==> config.mk <==
export PLATFORM = sky130hd
export DESIGN_NAME = fwd_chain_top
export DESIGN_NICKNAME = d
export VERILOG_FILES = /design/src/rtl/fwd_chain_pkg.sv /design/src/rtl/fwd_byte_fifo.sv /design/src/rtl/fwd_rr_merger.sv /design/src/rtl/fwd_out_router.sv /design/src/rtl/fwd_chain_top.sv
export SDC_FILE = /design/constraint.sdc
export NUM_CORES = 1
export LEC_CHECK = 0
export BUFFER_PORTS_ARGS = -buffer_cell sky130_fd_sc_hd__buf_4
export CAP_MARGIN = 30
export CORE_MARGIN = 8
export CORE_UTILIZATION = 50
export DETAILED_ROUTE_END_ITERATION = 8
export PLACE_DENSITY = 0.8
export SETUP_SLACK_MARGIN = 0.3
export SKIP_LAST_GASP = 1
export SLEW_MARGIN = 0
export SYNTH_ARGS = -nofsm -noshare
export SYNTH_HDL_FRONTEND = slang
export SYNTH_SLANG_ARGS = --single-unit
==> constraint.sdc <==
create_clock -name clk -period 2 [get_ports clk]
set_input_delay 0.4 -clock clk [delete_from_list [all_inputs] [get_ports clk]]
set_output_delay 0.4 -clock clk [all_outputs]
set_load 0.02 [all_outputs]
==> src/rtl/fwd_chain_pkg.sv <==
package fwd_chain_pkg;
    localparam int ADDR_W    = 4;
    localparam int LINK_W    = 8;
    localparam int REC_BYTES = 3;
    localparam int SLOT_W    = $clog2(REC_BYTES);

    typedef logic [LINK_W-1:0] link_byte_t;
    typedef logic [ADDR_W-1:0] board_addr_t;

    typedef enum logic {
        SRC_LOCAL = 1'b0,
        SRC_CHAIN = 1'b1
    } src_e;

    typedef struct packed {
        link_byte_t chan;
        link_byte_t tstamp;
    } hit_rec_t;

    localparam logic [SLOT_W-1:0] SLOT_HDR  = SLOT_W'(0);
    localparam logic [SLOT_W-1:0] SLOT_CHAN = SLOT_W'(1);
    localparam logic [SLOT_W-1:0] SLOT_LAST = SLOT_W'(REC_BYTES - 1);

    function automatic link_byte_t make_header(input board_addr_t a);
        return {{(LINK_W-ADDR_W){1'b0}}, a};
    endfunction

    function automatic src_e other_src(input src_e s);
        return (s == SRC_LOCAL) ? SRC_CHAIN : SRC_LOCAL;
    endfunction
endpackage

==> src/rtl/fwd_byte_fifo.sv <==
module fwd_byte_fifo #(
    parameter int DEPTH = 16,
    parameter int WIDTH = 8
) (
    input  logic             clk,
    input  logic             rst,
    input  logic             wr_en,
    input  logic [WIDTH-1:0] wr_data,
    input  logic             rd_en,
    output logic [WIDTH-1:0] rd_data,
    output logic             empty,
    output logic             full
);
    localparam int AW = $clog2(DEPTH);

    logic [WIDTH-1:0] mem [DEPTH];
    logic [AW:0]      wr_ptr, rd_ptr;

    assign empty   = (wr_ptr == rd_ptr);
    assign full    = (wr_ptr[AW] != rd_ptr[AW]) && (wr_ptr[AW-1:0] == rd_ptr[AW-1:0]);
    assign rd_data = mem[rd_ptr[AW-1:0]];

    always_ff @(posedge clk) begin
        if (wr_en) mem[wr_ptr[AW-1:0]] <= wr_data;
    end

    always_ff @(posedge clk) begin
        if (rst) begin
            wr_ptr <= '0;
            rd_ptr <= '0;
        end else begin
            if (wr_en) wr_ptr <= wr_ptr + 1'b1;
            if (rd_en) rd_ptr <= rd_ptr + 1'b1;
        end
    end

    assert_no_overflow_R7: assert property (@(posedge clk) disable iff (rst)
        wr_en |-> !full);
    assert_no_underflow_R3: assert property (@(posedge clk) disable iff (rst)
        rd_en |-> !empty);
endmodule

==> src/rtl/fwd_rr_merger.sv <==
module fwd_rr_merger
    import fwd_chain_pkg::*;
(
    input  logic        clk,
    input  logic        rst,
    input  link_byte_t  hdr_byte,
    input  logic        loc_valid,
    input  hit_rec_t    loc_rec,
    output logic        loc_ready,
    input  logic        fwd_valid,
    input  link_byte_t  fwd_data,
    output logic        fwd_pop,
    output logic        out_valid,
    output link_byte_t  out_byte,
    input  logic        out_ready
);
    logic              in_rec_q;
    src_e              owner_q, last_q, pick, cur;
    logic [SLOT_W-1:0] slot_q;
    logic              xfer;

    always_comb begin
        if (loc_valid && fwd_valid) pick = other_src(last_q);
        else if (loc_valid)         pick = SRC_LOCAL;
        else                        pick = SRC_CHAIN;
        cur       = in_rec_q ? owner_q : pick;
        out_valid = (cur == SRC_LOCAL) ? loc_valid : fwd_valid;
        if (cur == SRC_CHAIN) begin
            out_byte = fwd_data;
        end else begin
            unique case (slot_q)
                SLOT_HDR:  out_byte = hdr_byte;
                SLOT_CHAN: out_byte = loc_rec.chan;
                default:   out_byte = loc_rec.tstamp;
            endcase
        end
        xfer      = out_valid && out_ready;
        fwd_pop   = xfer && (cur == SRC_CHAIN);
        loc_ready = xfer && (cur == SRC_LOCAL) && (slot_q == SLOT_LAST);
    end

    always_ff @(posedge clk) begin
        if (rst) begin
            in_rec_q <= 1'b0;
            owner_q  <= SRC_LOCAL;
            last_q   <= SRC_CHAIN;
            slot_q   <= SLOT_HDR;
        end else if (xfer) begin
            if (slot_q == SLOT_LAST) begin
                in_rec_q <= 1'b0;
                slot_q   <= SLOT_HDR;
                last_q   <= cur;
            end else begin
                in_rec_q <= 1'b1;
                slot_q   <= slot_q + 1'b1;
                owner_q  <= cur;
            end
        end else if (out_valid) begin
            in_rec_q <= 1'b1;
            owner_q  <= cur;
        end
    end

    assert_hold_under_stall_R6: assert property (@(posedge clk) disable iff (rst)
        (out_valid && !out_ready) |=> (out_valid && $stable(out_byte)));
    assert_local_ack_last_R10: assert property (@(posedge clk) disable iff (rst)
        loc_ready |-> (out_valid && out_ready && loc_valid));
    assert_slot_in_range_R4: assert property (@(posedge clk) disable iff (rst)
        slot_q <= SLOT_LAST);
endmodule

==> src/rtl/fwd_out_router.sv <==
module fwd_out_router
    import fwd_chain_pkg::*;
(
    input  logic       clk,
    input  logic       rst,
    input  logic       cfg_top,
    input  logic       in_valid,
    input  link_byte_t in_byte,
    output logic       in_ready,
    output logic       link_valid,
    output link_byte_t link_byte,
    input  logic       link_ready,
    output logic       host_valid,
    output link_byte_t host_byte,
    input  logic       host_ready
);
    always_comb begin
        link_valid = in_valid && !cfg_top;
        host_valid = in_valid &&  cfg_top;
        link_byte  = cfg_top ? '0 : in_byte;
        host_byte  = cfg_top ? in_byte : '0;
        in_ready   = cfg_top ? host_ready : link_ready;
    end

    assert_one_port_R9: assert property (@(posedge clk) disable iff (rst)
        !(link_valid && host_valid));
endmodule

==> src/rtl/fwd_chain_top.sv <==
module fwd_chain_top
    import fwd_chain_pkg::*;
#(
    parameter int FWD_DEPTH = 16
) (
    input  logic       clk,
    input  logic       rst,
    input  logic [3:0] cfg_addr,
    input  logic       cfg_bottom,
    input  logic       cfg_top,
    input  logic       loc_valid,
    input  logic [7:0] loc_chan,
    input  logic [7:0] loc_time,
    output logic       loc_ready,
    input  logic       up_valid,
    input  logic [7:0] up_byte,
    output logic       up_ready,
    output logic       chain_out_valid,
    output logic [7:0] chain_out_byte,
    input  logic       chain_out_ready,
    output logic       host_valid,
    output logic [7:0] host_byte,
    input  logic       host_ready
);
    logic       fifo_full, fifo_empty, fifo_push, fifo_pop;
    link_byte_t fifo_head;
    hit_rec_t   loc_rec;
    logic       m_valid, m_ready;
    link_byte_t m_byte;

    assign up_ready  = !cfg_bottom && !fifo_full;
    assign fifo_push = up_valid && up_ready;
    assign loc_rec   = '{chan: loc_chan, tstamp: loc_time};

    fwd_byte_fifo #(.DEPTH(FWD_DEPTH), .WIDTH(LINK_W)) u_fifo (
        .clk(clk), .rst(rst),
        .wr_en(fifo_push), .wr_data(up_byte),
        .rd_en(fifo_pop), .rd_data(fifo_head),
        .empty(fifo_empty), .full(fifo_full)
    );

    fwd_rr_merger u_merge (
        .clk(clk), .rst(rst),
        .hdr_byte(make_header(cfg_addr)),
        .loc_valid(loc_valid), .loc_rec(loc_rec), .loc_ready(loc_ready),
        .fwd_valid(!fifo_empty), .fwd_data(fifo_head), .fwd_pop(fifo_pop),
        .out_valid(m_valid), .out_byte(m_byte), .out_ready(m_ready)
    );

    fwd_out_router u_route (
        .clk(clk), .rst(rst), .cfg_top(cfg_top),
        .in_valid(m_valid), .in_byte(m_byte), .in_ready(m_ready),
        .link_valid(chain_out_valid), .link_byte(chain_out_byte), .link_ready(chain_out_ready),
        .host_valid(host_valid), .host_byte(host_byte), .host_ready(host_ready)
    );

    assert_bottom_closed_R8: assert property (@(posedge clk) disable iff (rst)
        cfg_bottom |-> !up_ready);
endmodule

[After elaboration in Yosys (flattened, before gate mapping)]
Memory sizes are Yosys's and may differ from the RTL's. A register that Yosys moved wholly into a read port is not among the register bits.
Cells that the tools add are included.
Word-level totals
  RAM bits: 128
  logic and storage cells: 56
  output and inout bits: 20
  register bits after elaboration: 15
  memories kept: 1
Operators by class
  equality and inequality tests: 6
  multiplexer cells: 21
  reduce and logical (&&, ||, !) cells: 18
  bitwise gates (word level): 1
  add/subtract/negate cells: 3
Memory list
  u_fifo.mem: words 16, bits a word 8, rd ports 1, clocked after memory_dff 1, write ports 1, RTL line fwd_byte_fifo.sv:16  | logic [WIDTH-1:0] mem [DEPTH];
Operator list (count)
  $mux W8: 3
  $pmux W8 S2: 1
  $mux W1: 14
  $add A5 B1 Y5 const B: 2
  $logic_and A1 B1 Y1: 10
  $mux W4: 2
  $eq A5 B5 Y1: 1
  $eq A4 B4 Y1: 1
  $logic_not A1 Y1: 4
  $reduce_and A2 Y1: 2
  $add A2 B1 Y2 const B: 1
  $eq A2 B1 Y1 const B: 1
  $eq A2 B2 Y1 const B: 1
  $logic_not A2 Y1: 1
  $mux W2: 1
  $ne A2 B2 Y1 const B: 1
  $reduce_bool A2 Y1: 1
  $ne A1 B1 Y1: 1
  $not A1 Y1: 1

[Logic depth before layout (Yosys ltp)]
  depth after elaboration: 10
  gate-level depth with buffers: 9

[Modules after synthesis]
A second synthesis with hierarchy kept.
Second synthesis, totals
  cell total of the unflattened synthesis: 378
  area total of the unflattened synthesis: 6313.6 sq um
Modules (own cells, without submodules)
  fwd_byte_fifo: sequential area each 4124.0 sq um, instances 1, cells each 279, area an instance 5594.1 sq um
  fwd_rr_merger: sequential area each 100.1 sq um, instances 1, cells each 74, area an instance 538.0 sq um
  fwd_out_router: sequential area each 0.0 sq um, instances 1, cells each 21, area an instance 157.7 sq um
  fwd_chain_top: sequential area each 0.0 sq um, instances 1, cells each 4, area an instance 23.8 sq um

[Worst setup path after synthesis]
No wires, ideal clock.
  path type: reg2out
  start point: register u_fifo.wr_ptr[2]
  end point: output port chain_out_byte[2]
  data required time: 1.600 ns
  path buffers: 3
  arrival: 1.880 ns
  stages on the path, launching flop included: 9
  slack: -0.280 ns
  cell sequence: dfxtp_1 > buf_6 > xnor2_1 > nand4_4 > o21a_1 > buf_2 > buf_1 > o21ai_1 > nor2b_1
Between the ends
  word-level cells in the longest chain between the ends: 7
Ends and longest elaborated chain
  start: declaration: RTL line fwd_byte_fifo.sv:17  | logic [AW:0] wr_ptr, rd_ptr;
  start signal: assignment: RTL line fwd_byte_fifo.sv:32  | if (wr_en) wr_ptr <= wr_ptr + 1'b1;
  $eq A5 B5 Y1: RTL line fwd_byte_fifo.sv:19  | assign empty = (wr_ptr == rd_ptr);
  $logic_not A1 Y1: RTL line fwd_chain_top.sv:46  | .fwd_valid(!fifo_empty), .fwd_data(fifo_head), .fwd_pop(fifo_pop),
  $logic_and A1 B1 Y1: RTL line fwd_rr_merger.sv:23  | if (loc_valid && fwd_valid) pick = other_src(last_q);
  $mux W1: RTL line fwd_rr_merger.sv:23
  $mux W1: RTL line fwd_rr_merger.sv:26  | cur = in_rec_q ? owner_q : pick;
  $mux W8: RTL line fwd_rr_merger.sv:28  | if (cur == SRC_CHAIN) begin
  $mux W8: RTL line fwd_out_router.sv:20  | link_byte = cfg_top ? '0 : in_byte;
  end: declaration: RTL line fwd_chain_top.sv:19  | output logic [7:0] chain_out_byte,
No other way between the ends.

==> impl_results.md <==
- R2R cell count: 14
- DRT iter0 DRCs: 521
- Synth Area in Compound Gates: 0.0596
- Failing checks: setup timing
- Critical path class: reg -> out
- Clk pwr share: 0.422
- Tcrit/Tclk final: 1.38
- Switching Fraction: 0.245
- Final #Nets: about 560
- Share of total power in combinational logic: 0.146
- WL final: around 19000 um
- Max clock buf depth: 2
- ANT nets after route: 0
- Drt pass-1 iters: 5
- Per-cell routed wire length: 26.7 um
- Critical Path, Cell by Cell: buf_4, buf_12, mux4_2, a22oi_2, nand2_1, a21oi_2, nor2b_2, buf_6
- Vias per inst: roughly 6.1
- DRC: 0
- Placer's final routability congestion estimate: a little under 0.8
- Clk_lat worst skew: about 0.43 ns
- Adder-cell area share of the yosys netlist: 0.0101
- Synth Area in XOR/XNOR: 0.0165
- Final worst slack: -0.762 ns
- Vias in the first global route: about 4200
- VDD IR-drop max: a little over 700 uV
- Final hold viol count: 0
- Clock transition at the registers of the reported paths: ~0.060 ns
- P_leak: around 3.1 nW
- Detailed placement HPWL: ~9400 um
- Internal power: between 5 and 6 mW
- Die area: ~16000 um2
- Crit end category: primary output
- Multiplexer share of the synthesized area: 0.138
- Yosys Warn Count: 0
- Leading post-synthesis cells by cell area: edfxtp_1, mux4_2, dfxtp_1
- Synthesized area: a little over 6000 um2
- Port bufs: between 50 and 60
- Post-synthesis simple-gate area fraction: 0.0793
- Largest net degree at the start of global routing: 25
- Htree depth: 4
- CTS tree: done
- Syn avg cell area: between 15 and 20 um2
- RSZ-0062 raised after global routing: true
- Diodes inserted: 0
- Crit path max-delay family: multiplexers
- Main combinational cell family by area after synthesis: multiplexers
- Cell Pwr Density: 867 nW/um2
- Register area share after synthesis: 0.680
- Period minus WS final: around 2.8 ns
- Initial antenna violation count: 0
- IO Pins: 56
- Setup TNS: -77.56 ns
- Vert. Die Dim: between 100 and 150 um
- Sequential power share: 0.432
- CP Max Fanout: 6
- Status: finished, violations left
- Worst EP required: 1.60 ns
- First-pass GRT wire length: 25500 um
- EDFF count, synth: between 100 and 150
- FF+latch count, synth: around 150
- Hold path depth: 1
- Tot GR Track Use: 0.213
- Routed vias: roughly 4300
- Final setup violation count: approximately 160
- Multi-input logic area: approximately 2500 um2
- Worst Skew: roughly 0.015 ns
- Hold Buf Count CTS: 0
- GR Overflow Total: 0
- Slew @ Worst Pin: slightly above 0.7 ns
- WP depth: 8
- Final Max Slew Viols: 0
- Post-Syn Nets: between 400 and 500
- P&R area growth vs syn: 45.7%
- Die width: roughly 130 um
- Final Util: 0.751
- Layout cells sized above 1: 0.586
- Slowest CP cell: mux4_2
- Top-area cell type share of the netlist area: 0.618
- Initial Utilization: 0.515
- Slew Limit Headroom: 0.527
- Sink Count: 147
- Hold crit path type: in -> reg
- Largest area contributor in the netlist: edfxtp_1
- Row count: 40
- Power Total: 7.85 mW
- Maximum clock rate: approximately 360 MHz
- Max-cap viol count: 0
- Num CTS Buffers: 17
- Core ar.: between 10000 and 15000 um2
- Worst Path Arrival: around 2.4 ns
- Fillers: approximately 580
- CP max stage delay: ~0.54 ns
- Post-Synthesis Cells: between 300 and 400
- Ys async rst share: 0
- P_sw: 1.92 mW
- Storage cell area: about 4200 um2
- Root Driver: clkbuf_16
- Yosys cell types: 47
- Main synth FF type: edfxtp_1
- Worst Path Buf+Inv: 3
- CP Launch Type: flop
==> per-stage QoR <==
stage          hold slack [ns]  instance area [um2]  std cells  setup slack [ns]
6_report                 0.300                 9060        695            -0.762
5_1_grt                  0.299                 9060        695            -0.863
4_1_cts                  0.266                 8840        684            -0.708
3_5_place_dp             0.527                 7390        615            -0.307
3_3_place_gp             0.508                 7390        615            -0.283
2_1_floorplan            0.487                 6540        374            0.0113
==> cells in the final DEF, fill, tap and decap left out, types with 7 or more instances in the layout <==
master,synthesis,layout
a22oi_2,0,14
buf_12,0,20
buf_4,0,69
buf_6,2,49
clkbuf_16,0,17
dfxtp_1,19,9
dfxtp_2,0,7
edfxtp_1,128,128
mux2i_1,9,8
mux4_2,32,32
nand2_1,15,11
nor2_1,39,22
nor2_4,0,13
==> power groups by stage <==
stage                     combinational, mW  clock, mW  sequential, mW
after global routing                   1.20       3.45            3.39
after global placement                0.834          0            3.45
final                                  1.15       3.32            3.39
after floorplan                       0.554          0            3.45
after CTS                              1.06       3.24            3.39
after detailed placement              0.859          0            3.46
==> cell families after synthesis <==
group	after synthesis
adder cells (fa/ha/maj)	5
AND/OR/NAND/NOR	96
AO/OA/AOI/OAI	48
flip-flops	147
XOR/XNOR	10
multiplexers	45
buffers and inverters	23
==> metal layers <==
| layer | track usage | vias to the layer above | part of all wire |
|---|---|---|---|
| met3 | 0.0636 | 56 | 0.084 |
| li1 | - | 1751 | - |
| met1 | 0.250 | 2142 | 0.38 |
| met2 | 0.356 | 302 | 0.50 |
| met4 | 0.0945 | 0 | 0.039 |
| met5 | 0 | - | 0 |
==> timing repair <==
action                     in CTS  in global routing
gates resized for setup        87                 31
cloned                          2                  0
setup endpoints to repair     164                167
pin swaps                      45                 32
setup buffers                  35                 10
hold endpoints to repair        0                  0
==> state kept, by name, summed over array words and instances, names as in the netlist, named ones only <==
name / count
u_merge.slot_q: 2
u_fifo.mem: 128
u_fifo.rd_ptr: 5
u_merge.owner_q: 1
u_merge.in_rec_q: 1
u_fifo.wr_ptr: 5
u_merge.last_q: 1
==> cells in the mapped netlist (2+ instances only) <==
library cell and count:
xnor2_1 7, clkbuf_1 9, nand2b_1 4, and3b_1 3, and3_1 3, a221o_1 3
a22oi_1 17, mux2i_1 9, nor2b_1 10, o21ai_0 2, o21ai_1 2, buf_2 5
nand3b_1 2, buf_1 3, buf_6 2, nand2_1 15, a31o_2 2, a21oi_1 14
ha_1 5, nand3_1 4, inv_1 4, mux2_1 2, mux4_2 32, nor3_1 5
edfxtp_1 128, nor2_1 39, and2_1 4, dfxtp_1 19, mux2_2 2
==> worst paths after layout <==
kind                            slack, ns                to             start
worst max-delay path                -0.76      host_byte[0]              flop
worst min-delay path                 0.30  u_fifo.mem[5][3]        up_byte[3]
worst max register to register      -0.56  u_fifo.mem[7][3]  u_fifo.rd_ptr[2]
worst min register to register       0.55    u_merge.last_q    u_merge.last_q
==> worst reg2reg max path: cells and delay by family (launching register included) <==
family,cells,cell delay (ns)
and+or+nand+nor,3,0.42
xor gates and xnor gates,1,0.17
AOI/OAI and AO/OA,1,0.21
DFF,1,0.37
buffers and inverters,9,1.09
==> area by class of cell <==
cell class,instances,area share
clock buffers,17,0.0470
clock inverters,15,0.0200
inverters,4,0.00166
multi-input cells,204,0.271
flip-flops and latches,147,0.469
well taps,168,0.0232
repair buffers,140,0.168
Note: power is estimated with default switching activity, not from simulation.
